[src/rtl/kbc_mailbox.sv]
module kbc_mailbox #(
  parameter int          HOST_AW = 3,
  parameter int          EC_AW   = 32,
  parameter logic [31:0] EC_BASE = 32'h0000_2000
) (
  input  logic               clk,
  input  logic               rst_n,
  input  logic               host_wr,
  input  logic               host_rd,
  input  logic [HOST_AW-1:0] host_addr,
  input  logic [7:0]         host_wdata,
  output logic [7:0]         host_rdata,
  input  logic               ec_wr,
  input  logic               ec_rd,
  input  logic [EC_AW-1:0]   ec_addr,
  input  logic [7:0]         ec_wdata,
  output logic [31:0]        ec_rdata
);
  localparam logic [EC_AW-1:0] OFF_DATA = EC_AW'(8'h00);
  localparam logic [EC_AW-1:0] OFF_STAT = EC_AW'(8'h04);
  localparam logic [EC_AW-1:0] OFF_ACT  = EC_AW'(8'h08);

  logic [7:0] in_byte, out_byte;
  logic       ibf, obf, cmd_flag, active;

  logic host_dsel, host_csel;
  logic h_wr_d, h_wr_c, h_rd_d;
  logic [EC_AW-1:0] ec_off;
  logic e_rd_d, e_wr_d, e_rd_a, e_wr_a, e_rd_s;
  logic [7:0] status;

  assign host_dsel = (host_addr == HOST_AW'(0));
  assign host_csel = (host_addr == HOST_AW'(4));
  assign h_wr_d    = active & host_wr & host_dsel;
  assign h_wr_c    = active & host_wr & host_csel;
  assign h_rd_d    = active & host_rd & host_dsel;

  assign ec_off = ec_addr - EC_BASE[EC_AW-1:0];
  assign e_rd_d = ec_rd & (ec_off == OFF_DATA);
  assign e_wr_d = ec_wr & (ec_off == OFF_DATA);
  assign e_rd_s = ec_rd & (ec_off == OFF_STAT);
  assign e_rd_a = ec_rd & (ec_off == OFF_ACT);
  assign e_wr_a = ec_wr & (ec_off == OFF_ACT);

  assign status = {4'b0000, cmd_flag, 1'b0, ibf, obf};

  assign host_rdata = !active  ? 8'hFF :
                      host_dsel ? out_byte :
                      host_csel ? status : 8'hFF;

  assign ec_rdata = e_rd_d ? {24'd0, in_byte} :
                    e_rd_s ? {24'd0, status}  :
                    e_rd_a ? {31'd0, active}  : 32'd0;

  always_ff @(posedge clk or negedge rst_n) begin
    if (!rst_n) begin
      in_byte  <= 8'h00;
      out_byte <= 8'h00;
      ibf      <= 1'b0;
      obf      <= 1'b0;
      cmd_flag <= 1'b0;
      active   <= 1'b0;
    end else begin
      if (h_wr_d || h_wr_c) begin
        in_byte  <= host_wdata;
        ibf      <= 1'b1;
        cmd_flag <= h_wr_c;
      end else if (e_rd_d) begin
        ibf <= 1'b0;
      end
      if (e_wr_d) begin
        out_byte <= ec_wdata;
        obf      <= 1'b1;
      end else if (h_rd_d) begin
        obf <= 1'b0;
      end
      if (e_wr_a) active <= ec_wdata[0];
    end
  end
endmodule

[config.mk]
export PLATFORM = sky130hd
export DESIGN_NAME = kbc_mailbox
export DESIGN_NICKNAME = d
export VERILOG_FILES = /design/src/rtl/kbc_mailbox.sv
export SDC_FILE = /design/constraint.sdc
export NUM_CORES = 1
export LEC_CHECK = 0
export BUFFER_PORTS_ARGS = -buffer_cell sky130_fd_sc_hd__buf_2
export CORE_ASPECT_RATIO = 0.8
export CORE_MARGIN = 3
export CORE_UTILIZATION = 43
export CTS_BUF_LIST = sky130_fd_sc_hd__clkbuf_16
export DETAILED_ROUTE_END_ITERATION = 16
export GPL_TIMING_DRIVEN = 0
export PLACE_DENSITY = 0.79
export SLEW_MARGIN = 0
export SYNTH_ARGS = -nofsm -noshare
export SYNTH_HDL_FRONTEND = slang
export SYNTH_SLANG_ARGS = --single-unit
[constraint.sdc]
create_clock -name clk -period 2.8 [get_ports clk]
set_input_delay 0.42 -clock clk [delete_from_list [all_inputs] [get_ports clk]]
set_output_delay 0.42 -clock clk [all_outputs]
set_load 0.1 [all_outputs]
* Yosys cells after proc, flatten, opt, wreduce, memory -nomap -nowiden
Cells that the tools add are included.
** Storage, ports and cells
- Bits in registers :: 20
- Word-level logic and storage cells :: 35
- Input bits :: 57
** Operators by class
- Reductions and logical operators :: 5
- Muxes and demuxes :: 10
- Equal/unequal tests :: 3
- Bitwise operators :: 10
- Add/subtract/negate cells :: 1
** Operators with widths (count)
- equality test 32 x 3 -> 1 bit (second input constant) :: 1
- equality test 32 x 4 -> 1 bit (second input constant) :: 1
- logical NOT 32 bit :: 1
- two-way mux 8 bit :: 4
- subtractor 32 x 14 -> 32 bit (second input constant) :: 1
- AND 1 bit :: 10
- two-way mux 1 bit :: 5
- two-way mux 4 bit :: 1
- nonzero test 2 bit :: 2
- equality test 3 bit (second input constant) :: 1
- logical NOT 3 bit :: 1
- logical OR 1 bit :: 1

* Logic depth before layout (Yosys ltp)
- Word-level depth :: 6
- Mapped depth :: 9

* Worst setup path before layout
Ideal clock, no wire load.
- Path type :: input port to output port
- From :: input ec_addr[13]
- To :: output ec_rdata[1]
- Data required time :: 2380 ps
- Stages on the path :: 8
- Slack :: -1515 ps
- Arrival time :: 3895 ps
- Buffers on the path :: 0
- Path through :: inv_1 -> ha_1 -> o21ai_1 -> or3b_1 -> o211a_2 -> nor4_2 -> nand2_1 -> nor3_1
** On the way
- Word-level cells in the longest chain between the ends :: 5
- Elaborated cells between the ends (all ways) :: 7
- Those cells by class :: 1 x add/sub; 1 x eq/ne; 2 x mux; 2 x bitwise; 1 x reduce/logical
** Ends and longest elaborated chain
- start, declared :: line 15 : input logic [EC_AW-1:0] ec_addr,
- subtractor 32 x 14 -> 32 bit (*) :: line 38 : assign ec_off = ec_addr - EC_BASE[EC_AW-1:0];
- equality test 32 x 3 -> 1 bit :: line 41 : assign e_rd_s = ec_rd & (ec_off == OFF_STAT);
- AND 1 bit :: line 41
- two-way mux 4 bit :: line 52 : e_rd_s ? {24'd0, status} :
- two-way mux 8 bit (*) :: line 51 : assign ec_rdata = e_rd_d ? {24'd0, in_byte} :
- end, declared :: line 17 : output logic [31:0] ec_rdata
Mark *: on every way between the ends. The rest lies on a longest branch, timed or not.

* Worst setup path after layout
- From :: input ec_addr[14]
- To :: output ec_rdata[2]
** On the way
- Word-level cells in the longest chain between the ends :: 4
** Ends and longest elaborated chain
- subtractor 32 x 14 -> 32 bit :: line 38
- logical NOT 32 bit :: line 39 : assign e_rd_d = ec_rd & (ec_off == OFF_DATA);
- AND 1 bit :: line 39
- two-way mux 8 bit :: line 51
No other way between the ends.

==> impl_metrics.ini <==
[status]
outcome = complete, but fails checks
violated_checks = setup timing

[clock_network]
path_clk_slew_ps = 50
worst_skew_pair.late_latency_ps = 250
cts.htree.levels = 1
clock_tree.buffer_depth = 2
cts_tree = built
clock_tree_root_buffer_cell = sky130_fd_sc_hd__clkbuf_16
cts-buffers-inserted = 3
clock_sinks = 20

[pwr]
switching_power_uw = 300
share_seq_of_total_power_pct = 33.6
internal_power_uw = 561
power.ir.vdd_worst_v = 0.000339
total_power_uw = 860
comb_power_share_pct = 33.0
p_leak_nw = 1.22
power_per_cell_area_mw_per_mm2 = 346
clock_power_share_pct = 33.4
sw_share_pct = 34.8

[sta]
setup_viol_count_final = 7
finClkSkew_ps = 1.87
totalNegativeSetupSlack_ps = -126
rsz0062_at_grt = true
fin_hold_ws_ps = 106
timing.final.crit_period_ps = 2830
postLayoutSetupSlackWorst_ps = -31.7
finalHoldViolations = 0
finalMaxSlewViolations = 0
timing.final.crit_share_pct = 101
worstMarginPinSlew_ps = 906
timing.max_slew.rel_slack_pct = 39.5
fmax_mhz = 353

[placement]
place_ws_ps = -452
port-buffer-count = 70
final_wtd_congestion = 0.764
dp.final_hpwl_um = 3030
place_area_mm2 = 0.00215
placed_cells_incl_taps = 294

[logic_synthesis]
yosysUniqueCellTypes = 45
synth_ff_type = sky130_fd_sc_hd__dfrtp_1
synth-async-reset-ratio_pct = 100
post_synth_instance_area_mm2 = 0.00157
count_of_warnings_emitted_by_yosys = 0
synth-edff-count = 0
syn_area_per_cell_um2 = 9.75
syn-instance-count = 161
yosys_register_bits = 20
synth.yosys.seq_area_share_pct = 31.9

[floorplanning]
design.die.area_mm2 = 0.00441
fp.dieW_um = 73.5
die_h_um = 60.0
core_area_mm2 = 0.00329
i_o_pin_count = 97
placementRows = 18
initial_utilization_pct = 47.7

[grt]
globalRoute.totalOverflow = 0
grt_resource_usage_total_pct = 18.7
first_global_vias = 1385
maximum_number_of_pins_on_one_net_before_global_route_repair = 21
grt_first_pass_wirelength_um = 6410
number_of_antenna_violations_at_the_first_check_in_global_routing = 0

[layout]
final_area_mm2 = 0.00249
stdcell_count = 303
area.growth.synth_to_final_pct = 58.6
design.final.nets = 322
final_core_utilization_pct = 75.7
antenna_cells_inserted = 0
final_layout_size_suffix_gt1_share_pct = 55.5
fillers = 231

[routing]
drt-vias-per-instance = 4.82
num_vias = 1460
drt-pass1-iter-count = 4
first_iter_violations = 45
route.final.wire_length_um = 4180
remaining_design_rule_violation_count = 0
detail_routed_net_length_per_standard_cell_um = 13.8
drt.antenna.violating_nets = 0

[setup_path]
startpoint_type = input pin
path_class = input pin to output port
data_arrival_time_of_the_critical_path_ps = 2410
worstPathRequired_ps = 2380
crit_fanout = 6
timing.critical_path.to_type = output port

[job]
maxCapViolations = 0

[hold_path]
worst_hold_path_type = input pin to asynchronous set/reset pin
==> worst max-delay path, cell delays in order <==
cell                       delay [ps]
sky130_fd_sc_hd__buf_12           110
sky130_fd_sc_hd__nor2_1           340
sky130_fd_sc_hd__nand2_2           90
sky130_fd_sc_hd__a2111o_1         480
sky130_fd_sc_hd__nor4_4           340
sky130_fd_sc_hd__and3_4           280
sky130_fd_sc_hd__and2_4           160
sky130_fd_sc_hd__buf_12           170
==> synth_stat cells (all sizes together) (5+ instances only) <==
master / instances / area share [%]
buf: 25 / 12
dfrtp: 20 / 32
mux2: 18 / 15
inv: 9 / 2.2
nand2: 8 / 2.1
nor4: 7 / 3.6
o21ai: 7 / 2.2
and2: 6 / 2.4
mux2i: 6 / 3.8
nand4: 5 / 2.0
nor2: 5 / 1.2
==> registers in the layout, summed over array words and instances (netlist names) <==
register / cells
obf: 1
active: 1
out_byte: 8
ibf: 1
in_byte: 8
cmd_flag: 1
==> layout make-up <==
| type | instances | area (um^2) | share of cell area (%) |
|---|---|---|---|
| Buffer | 28 | 203 | 8.14 |
| Sequential cell | 20 | 500 | 20.1 |
| Clock buffer | 3 | 75.1 | 3.02 |
| Tap cell | 40 | 50.0 | 2.01 |
| Timing Repair Buffer | 75 | 539 | 21.7 |
| Clock inverter | 1 | 3.75 | 0.151 |
| Multi-Input combinational cell | 127 | 1070 | 42.8 |
| Inverter | 9 | 51.3 | 2.06 |
==> cells in the final DEF, fill, tap and decap left out, drive strengths merged, types with 3 or more instances in the layout <==
master and n:
buf 100, mux2i 6, nand2 8, and2 6, inv 9, nand4 5
nor3 4, dfrtp 20, nor4 7, conb 24, nor2b 4, mux2 18
clkbuf 6, o21ai 7, or3b 3, nand3b 3, nor2 5
==> path summary, 6_finish.rpt <==
| kind | startpoint | to | slack (ps) | depth (start not counted) |
|---|---|---|---|---|
| worst max-delay path | ec_addr[14] | ec_rdata[2] | -30 | 8 |
| worst min-delay path | rst_n | out_byte[0] | 110 | 1 |
| worst max register to register | active | in_byte[1] | 520 | 4 |
| worst min register to register | out_byte[7] | out_byte[7] | 510 | 1 |
| max in group asynchronous | rst_n | in_byte[3] | 2390 | 1 |
| min in group clk | ec_wdata[2] | out_byte[2] | 400 | 2 |
==> layer usage <==
layer / part of all wire (%) / vias to the layer above / track usage (%)
li1: - / 738 / -
met1: 41 / 655 / 23.8
met2: 49 / 65 / 30.7
met3: 10 / 2 / 7.23
met4: 0.33 / 0 / 2.84
met5: 0 / - / 0
==> power groups by stage <==
stage / Combinational (mW) / Sequential [mW] / Clock (mW)
CTS: 0.274 / 0.289 / 0.292
finish: 0.284 / 0.289 / 0.287
floorplan: 0.203 / 0.294 / 0
global placement: 0.262 / 0.294 / 0
detailed placement: 0.264 / 0.294 / 0
global route: 0.298 / 0.289 / 0.303
==> what timing repair did <==
| item | CTS | global route |
|---|---|---|
| setup endpoints to repair | 8 | 8 |
| hold buffers | 0 | 0 |
| gates resized for setup | 46 | 9 |
| pin swaps | 7 | 11 |
| setup buffers | 3 | 2 |
| endpoints found under the hold margin | 0 | 0 |
==> cell families after synthesis <==
| group | share of synthesized area (%) |
|---|---|
| AOI/OAI and AO/OA | 8.37 |
| xor gates and xnor gates | 1.12 |
| adders and majority gates | 0.797 |
| buffers and inverters | 15.1 |
| DFF | 31.9 |
| muxes | 18.7 |
| other | 0.239 |
| and+or+nand+nor | 23.8 |
Power figures use the tool's default switching activity.
